==> src/rtl/hb_watchdog_pkg.sv <==
package hb_watchdog_pkg;

    typedef enum logic [1:0] {
        HB_LOW   = 2'b00,
        HB_HIGH  = 2'b01,
        HB_FLOAT = 2'b10
    } hb_code_e;

    typedef struct packed {
        logic [1:0] cur;
        logic [1:0] prv;
    } hb_samp_t;

endpackage

==> src/rtl/hb_edge_sampler.sv <==
module hb_edge_sampler
    import hb_watchdog_pkg::*;
(
    input  logic       clk_i,
    input  logic       rst_ni,
    input  logic [1:0] hb_state_i,
    output logic       floating_o,
    output logic       toggle_o
);

    hb_samp_t s_d, s_q;

    always_comb begin
        s_d     = s_q;
        s_d.cur = hb_state_i;
        s_d.prv = s_q.cur;
    end

    always_ff @(posedge clk_i or negedge rst_ni) begin
        if (!rst_ni) begin
            s_q <= '{cur: HB_FLOAT, prv: HB_FLOAT};
        end else begin
            s_q <= s_d;
        end
    end

    // bit 1 set means floating; bit 0 is the driven level
    assign floating_o = s_q.cur[1];
    assign toggle_o   = !s_q.cur[1] && !s_q.prv[1] && (s_q.cur[0] != s_q.prv[0]);

endmodule

==> src/rtl/hb_timeout_counter.sv <==
module hb_timeout_counter #(
    parameter int TIMEOUT_TICKS = 1600
) (
    input  logic clk_i,
    input  logic rst_ni,
    input  logic tick_i,
    input  logic clear_i,
    output logic expired_o
);

    localparam int CNT_W = $clog2(TIMEOUT_TICKS + 1);
    localparam logic [CNT_W-1:0] LIMIT = CNT_W'(TIMEOUT_TICKS);

    typedef struct packed {
        logic [CNT_W-1:0] cnt;
    } cnt_st_t;

    cnt_st_t c_d, c_q;

    always_comb begin
        c_d = c_q;
        if (clear_i) begin
            c_d.cnt = '0;
        end else if (tick_i && (c_q.cnt != LIMIT)) begin
            c_d.cnt = c_q.cnt + 1'b1;
        end
    end

    always_ff @(posedge clk_i or negedge rst_ni) begin
        if (!rst_ni) begin
            c_q <= '0;
        end else begin
            c_q <= c_d;
        end
    end

    assign expired_o = (c_q.cnt == LIMIT);

    // count stays within the limit
    a_r7_no_overflow: assert property (@(posedge clk_i) disable iff (!rst_ni)
        c_q.cnt <= LIMIT);

    // without a strobe or clear the count holds
    a_r7_hold_without_tick: assert property (@(posedge clk_i) disable iff (!rst_ni)
        (!tick_i && !clear_i) |=> $stable(c_q.cnt));

    // a clear request empties the count
    a_r4_clear_empties: assert property (@(posedge clk_i) disable iff (!rst_ni)
        clear_i |=> (c_q.cnt == '0));

endmodule

==> src/rtl/hb_watchdog.sv <==
module hb_watchdog
    import hb_watchdog_pkg::*;
#(
    parameter int TIMEOUT_TICKS = 1600
) (
    input  logic       clk_i,
    input  logic       rst_ni,
    input  logic       tick_i,
    input  logic       sys_rst_i,
    input  logic       supply_ok_i,
    input  logic [1:0] hb_state_i,
    output logic       wdog_n_o
);

    typedef struct packed {
        logic wdog_n;
    } out_st_t;

    logic    floating;
    logic    toggle;
    logic    expired;
    logic    clear;
    out_st_t o_d, o_q;

    hb_edge_sampler u_sampler (
        .clk_i      (clk_i),
        .rst_ni     (rst_ni),
        .hb_state_i (hb_state_i),
        .floating_o (floating),
        .toggle_o   (toggle)
    );

    assign clear = sys_rst_i || floating || toggle;

    hb_timeout_counter #(
        .TIMEOUT_TICKS (TIMEOUT_TICKS)
    ) u_counter (
        .clk_i     (clk_i),
        .rst_ni    (rst_ni),
        .tick_i    (tick_i),
        .clear_i   (clear),
        .expired_o (expired)
    );

    always_comb begin
        o_d        = o_q;
        o_d.wdog_n = supply_ok_i && !expired;
    end

    always_ff @(posedge clk_i or negedge rst_ni) begin
        if (!rst_ni) begin
            o_q <= '{wdog_n: 1'b1};
        end else begin
            o_q <= o_d;
        end
    end

    assign wdog_n_o = o_q.wdog_n;

    // low supply forces the output low on the next edge
    a_r6_low_supply: assert property (@(posedge clk_i) disable iff (!rst_ni)
        !supply_ok_i |=> !wdog_n_o);

    // reset status keeps the timer from asserting the output
    a_r4_no_timeout_in_reset: assert property (@(posedge clk_i) disable iff (!rst_ni)
        (sys_rst_i && supply_ok_i && !expired) |=> wdog_n_o);

    // floating heartbeat leaves only the supply path
    a_r5_float_supply_only: assert property (@(posedge clk_i) disable iff (!rst_ni)
        (floating && supply_ok_i && !expired) |=> wdog_n_o);

endmodule

==> config.mk <==
export PLATFORM = sky130hd
export DESIGN_NAME = hb_watchdog
export DESIGN_NICKNAME = d
export VERILOG_FILES = /design/src/rtl/hb_watchdog_pkg.sv /design/src/rtl/hb_edge_sampler.sv /design/src/rtl/hb_timeout_counter.sv /design/src/rtl/hb_watchdog.sv
export SDC_FILE = /design/constraint.sdc
export NUM_CORES = 1
export LEC_CHECK = 0
export ABC_CLOCK_PERIOD_IN_PS = 3400
export BUFFER_PORTS_ARGS = -buffer_cell sky130_fd_sc_hd__buf_2
export CORE_UTILIZATION = 60
export CTS_CLUSTER_DIAMETER = 60
export DETAILED_ROUTE_END_ITERATION = 10
export PLACE_DENSITY = 0.92
export SETUP_SLACK_MARGIN = 0.1
export SYNTH_ARGS = -nofsm -noshare
export SYNTH_HDL_FRONTEND = slang
export SYNTH_HIERARCHICAL = 1
export SYNTH_SLANG_ARGS = --single-unit
export TNS_END_PERCENT = 5
==> constraint.sdc <==
create_clock -name clk_i -period 3.4 [get_ports clk_i]
set_input_delay 0.68 -clock clk_i [delete_from_list [all_inputs] [get_ports clk_i]]
set_output_delay 0.68 -clock clk_i [all_outputs]
set_load 0.05 [all_outputs]
After elaboration in Yosys (flattened, before gate mapping)
Index checks and enable logic that the tools add are counted.

Register bits: 16. Bits of input ports: 7. Word-level logic and storage cells: 20.

Add/sub/neg operators: 1. Eq/ne operators: 3. Mux-type cells: 2. Reduce and logical (&&, ||, !) cells: 10.

Operators with widths (number): 11-bit two-way mux (2); 11-bit by 1-bit adder with 11-bit output, second input constant (1); 11-bit == test, second input constant (1); 11-bit != test, second input constant (1); 1-bit logical AND (4); 1-bit zero test (3); 1-bit logical OR (2); 2-bit nonzero test (1); 1-bit != test (1).

Depth between registers and ports, before layout
Gate-level depths: netlist of the first run.

Word-level depth: 5. Gate-level depth with buffers: 7. Gate-level depth less buffers: 6.

Cells and area by module
The synthesis of the first run kept the hierarchy.

Modules (own cells, without submodules): hb_timeout_counter (instances 1, cells each 77, area an instance 713.2 um^2, seq. area each 275.3 um^2); hb_edge_sampler (instances 1, cells each 6, area an instance 121.4 um^2, seq. area each 102.6 um^2); hb_watchdog (instances 1, cells each 3, area an instance 38.8 um^2, seq. area each 26.3 um^2).

Worst setup path after synthesis of the first run
Ideal clock, no wire load.

Path type: input to register. Start: input sys_rst_i. End: register u_counter/c_q[1] (netlist bit). Library setup time: 0.070 ns. Arrival: 1.686 ns. Required time: 3.330 ns. Setup slack: 1.645 ns. Stages on the path: 5. Cells stage by stage: or3_1 -> clkbuf_1 -> nand3b_1 -> a2bb2oi_1 -> nand3b_1.

Cells in the longest elaborated chain, start to end: 3.

Ends and longest elaborated chain: start: declaration (RTL line hb_watchdog.sv:9) `input logic sys_rst_i,`; 1-bit logical OR (*) (2 in series) (RTL line hb_watchdog.sv:33) `assign clear = sys_rst_i || floating || toggle;`; 11-bit two-way mux or 2-bit nonzero test (tied branches); end signal: assignment (RTL line hb_timeout_counter.sv:31) `c_q <= '0;`; end signal: assignment (RTL line hb_timeout_counter.sv:33) `c_q <= c_d;`; end: declaration (RTL line hb_timeout_counter.sv:18) `cnt_st_t c_d, c_q;`.

Mark *: on every way between the ends. The rest lies on a longest branch, timed or not. A chain may end at the register's enable or synchronous reset.

Final worst setup path of the first run
Start: register u_sampler.s_q (netlist bit u_sampler/s_d[0]). End: register u_counter/c_q[0] (netlist bit).

Cells in the longest elaborated chain, start to end: 4.

Ends and longest elaborated chain: start: declaration (RTL line hb_edge_sampler.sv:11) `hb_samp_t s_d, s_q;`; start signal: assignment (RTL line hb_edge_sampler.sv:21) `s_q <= '{cur: HB_FLOAT, prv: HB_FLOAT};`; 1-bit != test (*) (RTL line hb_edge_sampler.sv:29) `assign toggle_o = !s_q.cur[1] && !s_q.prv[1] && (s_q.cur[0] != s_q.prv[0]);`; 1-bit logical AND (*) (RTL line hb_edge_sampler.sv:29); net toggle (RTL line hb_watchdog.sv:20) `logic toggle;`; 1-bit logical OR (*) (RTL line hb_watchdog.sv:33); net clear (RTL line hb_watchdog.sv:22) `logic clear;`; 11-bit two-way mux or 2-bit nonzero test (tied branches).

Mark *: on every way through the listed nets, which the timed path passes. The rest lies on a longest branch.

==> metrics.md, run 1 <==
| Metric | Value |
|---|---|
| GRT Resource Usage Total | 24.2% |
| Core ar. | 1330 µm² |
| CTS Root Cell | clkbuf_4 |
| Post-DP HPWL | 1130 µm |
| Post-CTS Hold Fix Bufs | 0 |
| Share of the synthesized area in the top cell type | 37.2% |
| CTS tree | built |
| Netlist Area Pre-Place | 873 µm² |
| Fill cells | 96 |
| PwrDens | 366 nW/µm² |
| Worst Hold Class | primary input to asynchronous set/reset pin |
| Multiplexer share of the synthesized area | 1.29% |
| Avg WL per Cell | 14.6 µm |
| Drt first-iter violations | 17 |
| Final wirelength | 1610 µm |
| Post-place setup slack | 1.39 ns |
| Status | finished, final reports clean |
| M1 GR Usage | 29.3% |
| Setup slack after layout | 1.54 ns |
| Internal | 271 µW |
| IO Count | 8 |
| Leakage | 0.000407 µW |
| Clock skew | approximately 0.0016 ns |
| Sequential Power Share | 57.4% |
| Worst EP required | 3.57 ns |
| Cell count after synthesis | 86 |
| Routed vias | between 700 and 800 |
| Main combinational cell family by area after synthesis | simple AND/OR/NAND/NOR gates |
| Mean Syn Cell Area | 10.2 µm² |
| Post-synth top area cell | dfrtp_1 |
| Latest clock arrival within the worst-skew pair | 0.28 ns |
| Register area | between 400 and 500 µm² |
| PortBufs | 7 |
| Chip width | 40.2 µm |
| Via density | 6.56 |
| Compound-gate portion of the synthesized area | 14.2% |
| First-pass GRT wire length | around 2500 µm |
| GP Congestion | ~0.8 |
| Share of layout cells above drive strength 1 | a little over a fifth |
| Initial Utilization | 65.5% |
| Synthesis-to-layout area growth | 9.31% |
| Yosys cell types | 35 |
| Met3 usage | under 10% |
| Synth top area cells | dfrtp_1 37%, dfstp_2 9.0%, a21oi_1 5.7% |
| PostCTS Resize Cnt | 0 |
| CP Class | register to register |
| Crit Path Max Fanout | 16 |
| Die ar. | 1610 µm² |
| Maximum VDD drop | between 200 and 250 µV |
| Nets | 105 |
| Sink Count | 16 |
| Simple-gate share of the synthesized area | 31.7% |
| Synth Area in Adders | under 10% |
| Commonest non-fill, non-tap cells in the layout | 13 x dfrtp_1, 10 x a21oi_1, 7 x buf_2 |
| Post-synth top flop | dfrtp_1 |
| Area of the multi-input gates | 445 µm² |
| Register bit total from synthesis | 16 |
| Unrepaired setup endpoints after global routing | false |
| Setup crit end kind | register |
| Final setup violation count | 0 |
| Initial antenna violation count | 0 |
| Setup tns final | 0 ns |
| Clock power frac | 35.2% |
| ANT nets after route | 0 |
| H-Tree Depth | 1 |
| Switching pwr | slightly below 80 µW |
| Hold_ws | 0.294 ns |
| Sw Ratio | approximately 22% |
| Syn nets | 95 |
| Reg clk slew, reported paths | 0.09 ns |
| Minimum clock period | 1.86 ns |
| Post-synth ARST share | 100% |
| Row count | 13 |
| Least-Margin Pin Slew | approximately 0.57 ns |
| Final Cycle Share | 54.7% |
| Vias in the first global route | 588 |
| Final hold violation count | 0 |
| Setup repair bufs after CTS | 0 |
| GRT Max-Usage Layer | met2 |
| Final Max Slew Viols | 0 |
| Sequential share of the synthesized area | 46.3% |
| Grt ovf | 0 |
| Largest net degree at the start of global routing | 17 |
| Max_cap viols | 0 |
| Clock Path Buffers | 2 |
| Area share of xor/xnor cells in the synthesized design | 1.00% |
| Combinational Power Share | 7.4% |
| Total CTS buffers | 3 |
| CP startpoint kind | register |
| Number of detailed-route iterations in the first pass | 6 |
| Diode count | 0 |
| Relative slew margins | 61.8% |
| Residual DRC | 0 |
| Commonest non-fill, non-tap cell in the layout | dfrtp_1 |
| M2 GR Usage | 41.1% |
| Worst EP arrival | 2.03 ns |
| Die Span Y | roughly 40 µm |
| Yosys warns | 6 |
| Fmax | 538 MHz |
| Number of synthesized flops with an enable pin | 0 |
per-layer routing:
metal / vias up / wire [µm]
li1: 342 / -
met1: 358 / 746
met2: 18 / 801
met3: 4 / 42
met4: 0 / 17
met5: - / 0
synthesized netlist by cell type, types with 3 or more instances:
cell type and instances:
dfrtp_1 13, nor2_1 3, o21ai_0 3, or4_1 3, dfstp_2 3, nand2_1 4, nor2b_1 5, inv_1 4
nand3_1 3, a21oi_1 10, or3_1 4, o31ai_1 3
final cells by class:
type	count	share of cell area [%]
inverter	4	1.57
multi-input combinational	64	46.7
sequential	16	42.3
clock buffer	4	3.80
timing repair buffer	7	3.67
tap	15	1.97
worst paths after layout:
path                                      startpoint          endpoint  slack (ns)  depth (start not counted)
worst max-delay path                u_sampler/s_d[0]  u_counter/c_q[0]        1.54                          6
worst min-delay path                          rst_ni  u_sampler/s_q[0]        0.29                          1
worst max register to register      u_sampler/s_d[0]  u_counter/c_q[0]        1.54                          6
worst min register to register  u_sampler/floating_o  u_sampler/s_q[1]        0.39                          0
max in group asynchronous                     rst_ni          wdog_n_o        2.81                          1
min in group clk_i              u_sampler/floating_o  u_sampler/s_q[1]        0.39                          0
power by group through the flow:
| stage | sequential [µW] | clock [µW] | combinational (µW) |
|---|---|---|---|
| 3_5_place_dp | 204 | 0 | 26.2 |
| 4_1_cts | 201 | 129 | 26.1 |
| 6_report | 201 | 123 | 25.7 |
| 5_1_grt | 201 | 136 | 29.3 |
| 2_1_floorplan | 206 | 0 | 14.0 |
| 3_3_place_gp | 204 | 0 | 24.6 |
worst max-delay path, stage by stage (launching register included):
cell      delay, ns
dfrtp_1        0.40
xnor2_1        0.14
nor3_2         0.10
or3_1          0.42
nor2b_1        0.11
and4_1         0.22
a2111o_1       0.37
sequential cells by signal, indices dropped and copies added (netlist names):
| register | flops |
|---|---|
| u_counter/c_q | 11 |
| wdog_n_o | 1 |
| u_sampler/floating_o | 1 |
| u_sampler/s_q | 2 |
| u_sampler/s_d | 1 |
per-stage QoR:
stage / area, µm² / total power [µW] / util (%) / std cells
after floorplan: 873 / 220 / - / 86
after global placement: 918 / 229 / 68.9 / 106
after detailed placement: 918 / 230 / 68.9 / 106
after CTS: 955 / 356 / 71.6 / 110
after global routing: 955 / 366 / 71.6 / 110
final: 955 / 349 / 71.6 / 110
cell families (layout without fill, tap and decap cells):
| kind of cell | after synthesis | after routing |
|---|---|---|
| buf+inv | 6 | 15 |
| compound gates | 20 | 20 |
| flops | 16 | 16 |
| xor+xnor | 1 | 1 |
| mux | 1 | 1 |
| simple gates | 40 | 40 |
| fa+ha+maj | 2 | 2 |
No activity file was read; power rests on OpenSTA's default activity.
==> run 2: changes to the inputs <==
--- a/config.mk
+++ b/config.mk
@@ -5,12 +5,12 @@
 export SDC_FILE = /design/constraint.sdc
 export NUM_CORES = 1
 export LEC_CHECK = 0
-export ABC_CLOCK_PERIOD_IN_PS = 3400
+export ABC_CLOCK_PERIOD_IN_PS = 1650
 export BUFFER_PORTS_ARGS = -buffer_cell sky130_fd_sc_hd__buf_2
-export CORE_UTILIZATION = 60
+export CORE_UTILIZATION = 50
 export CTS_CLUSTER_DIAMETER = 60
 export DETAILED_ROUTE_END_ITERATION = 10
-export PLACE_DENSITY = 0.92
+export PLACE_DENSITY = 0.84
 export SETUP_SLACK_MARGIN = 0.1
 export SYNTH_ARGS = -nofsm -noshare
 export SYNTH_HDL_FRONTEND = slang
==> constraint.sdc (replaced) <==
create_clock -name clk_i -period 1.65 [get_ports clk_i]
set_input_delay 0.33 -clock clk_i [delete_from_list [all_inputs] [get_ports clk_i]]
set_output_delay 0.33 -clock clk_i [all_outputs]
set_load 0.05 [all_outputs]
==> metrics.md, run 2 (synthesis results as in run 1) <==
| Metric | Value |
|---|---|
| Diode count | 0 (unchanged) |
| M2 GR Usage | 36.1% (-5.0 points) |
| CP startpoint kind | register |
| H-Tree Depth | 1 (unchanged) |
| Largest regs | u_counter/c_q x11, u_sampler/s_q x2 |
| Combinational Power Share | 9.2% (+1.8 points) |
| Sink Count | 16 (unchanged) |
| Worst EP arrival | 1.83 ns (-0.20 ns) |
| GP Congestion | 0.801 (unchanged) |
| Die ar. | 1920 µm² (+19%) |
| Initial antenna violation count | 0 (unchanged) |
| Final wirelength | 1810 µm (+13%) |
| Initial Utilization | 55.4% (-10 points) |
| Leakage | 0.000448 µW (+10%) |
| Relative slew margins | 70.9% (+9.1 points) |
| Clock power frac | 35.3% (about the same) |
| M1 GR Usage | 28.0% (-1.3 points) |
| Final Cycle Share | 96.8% (+42 points) |
| Status | finished, final reports clean |
| Chip width | 43.8 µm (+9.1%) |
| Final Max Slew Viols | 0 (unchanged) |
| Via density | 6.43 (-2.0%) |
| Fin area | 1040 µm² (+9.3%) |
| Worst path max stage delay | 0.42 ns (about the same) |
| Internal | 570 µW (+110%) |
| Setup crit end kind | register |
| ANT nets after route | 0 (unchanged) |
| Switching pwr | 177 µW (+130%) |
| Final setup violation count | 0 (unchanged) |
| Drt first-iter violations | 23 (+6) |
| Minimum clock period | 1.60 ns (-0.263 ns) |
| Routed vias | 759 (+5.1%) |
| Worst EP required | 1.89 ns (-1.68 ns) |
| Biggest register | u_counter/c_q |
| Vias in the first global route | 709 (+21%) |
| CTS Root Cell | clkbuf_4 |
| Crit Path Max Fanout | 9 (-7) |
| Worst Hold Class | primary input to register |
| GRT Resource Usage Total | 21.7% (-2.5 points) |
| Die Span Y | 43.8 µm (+9.1%) |
| Synthesis-to-layout area growth | 19.5% |
| Final hold violation count | 0 (unchanged) |
| Largest net degree at the start of global routing | 17 (unchanged) |
| Max_cap viols | 0 (unchanged) |
| Post-place setup slack | 0.0172 ns (-1.38 ns) |
| Total CTS buffers | 3 (unchanged) |
| Sequential Power Share | 55.5% (-1.9 points) |
| WP buf/inv | 0 (unchanged) |
| Sw Ratio | 23.7% (+1.3 points) |
| CP Class | register to register |
| Met3 usage | 2.50% (-2.5 points) |
| CTS tree | built |
| CP top delay family | simple AND/OR/NAND/NOR gates |
| Residual DRC | 0 (unchanged) |
| Commonest non-fill, non-tap cells in the layout | 13 x dfrtp_1, 10 x a21oi_1, 7 x buf_2 |
| Number of detailed-route iterations in the first pass | 4 (-2) |
| Latest clock arrival within the worst-skew pair | 0.29 ns (about the same) |
| Core ar. | 1580 µm² (+18%) |
| Reg clk slew, reported paths | 0.10 ns (about the same) |
| Share of layout cells above drive strength 1 | 30.4% (+9.3 points) |
| Maximum VDD drop | 458 µV (+95%) |
| Dpl cell area | 962 µm² (+4.8%) |
| Critical path, cell by cell | xnor2_2 -> nor3_2 -> or3_4 -> nor3b_2 -> a21boi_1 -> a2111o_1 |
| Least-Margin Pin Slew | 0.436 ns (-0.136 ns) |
| GRT Max-Usage Layer | met2 |
| Fmax | 626 MHz (+16%) |
| First-pass GRT wire length | 3070 µm (+23%) |
| Unrepaired setup endpoints after global routing | true |
| Avg WL per Cell | 15.3 µm (+4.9%) |
| PwrDens | 716 nW/µm² (+96%) |
| Grt ovf | 0 (unchanged) |
| Clock Path Buffers | 2 (unchanged) |
| Setup slack after layout | 0.0534 ns (-1.49 ns) |
| Clock skew | 0.00491 ns (+0.00336 ns) |
| Max reg flops | 11 (unchanged) |
| Post-DP HPWL | 1330 µm (+18%) |
| Commonest non-fill, non-tap cell in the layout | dfrtp_1 |
| Critical path's slowest cell | or3_4 |
| IO Count | 8 (unchanged) |
| Row count | 14 (+1) |
| Nets | 112 (+6.7%) |
| PortBufs | 7 (unchanged) |
==> run 2: what timing repair did <==
| action | CTS | global route |
|---|---|---|
| hold buffers | 1 | 0 |
| endpoints found under the hold margin | 13 | 0 |
| setup endpoints to repair | 3 | 10 |
| gates cloned | 0 | 0 |
| resized for setup | 2 | 4 |
| buffers inserted | 0 | 1 |
| pin swaps | 0 | 1 |
==> run 2: final cells by class <==
type / count / area [µm²]
repair buffers: 14 / 90.1
clock buffers: 4 / 36.3
flip-flops and latches: 16 / 404
well taps: 16 / 20.0
fillers: 110 / 533
inverters: 4 / 15.0
multi-input cells: 64 / 478
==> run 2: final timing paths <==
kind / start / to / slack (ns) / depth (start not counted)
max: u_sampler/s_q[0] / u_counter/c_q[0] / 0.05 / 6
min: hb_state_i[1] / u_sampler/floating_o / 0.13 / 1
max reg2reg: u_sampler/s_q[0] / u_counter/c_q[0] / 0.05 / 6
min reg2reg: u_sampler/floating_o / u_sampler/s_q[1] / 0.39 / 0
max in group asynchronous: rst_ni / u_sampler/floating_o / 0.87 / 2
min in group asynchronous: rst_ni / u_counter/c_q[5] / 0.47 / 2
==> run 2: routing by layer <==
metal | part of all wire (%) | wire (µm)
met1 | 42 | 756
met5 | 0 | 0
met2 | 50 | 904
met4 | 2.3 | 41
met3 | 5.9 | 107
==> run 2: stage by stage <==
stage / setup TNS (ns) / power [µW] / utilization, % / instances / hold WS, ns
6_report: 0 / 747 / 66.2 / 118 / 0.132
5_1_grt: -0.0193 / 769 / 66.2 / 118 / 0.122
4_1_cts: 0 / 741 / 64.3 / 117 / 0.129
3_5_place_dp: 0 / 481 / 61.0 / 112 / 0.258
3_3_place_gp: 0 / 478 / 61.0 / 112 / 0.255
2_1_floorplan: 0 / 455 / - / 86 / 0.0344
==> run 2: worst reg2reg max path: cells and delay by family, from the launching register on <==
family | cells | cell delay [ns]
AOI/OAI and AO/OA | 2 | 0.30
xor gates and xnor gates | 1 | 0.17
DFF | 1 | 0.40
and+or+nand+nor | 3 | 0.69
==> run 2: power by group through the flow <==
stage / Sequential, µW / Combinational [µW] / Clock, µW
3_3_place_gp: 419 / 59.0 / 0
3_5_place_dp: 420 / 61.3 / 0
6_report: 415 / 68.5 / 264
2_1_floorplan: 424 / 31.2 / 0
4_1_cts: 413 / 64.5 / 264
5_1_grt: 417 / 75.4 / 277
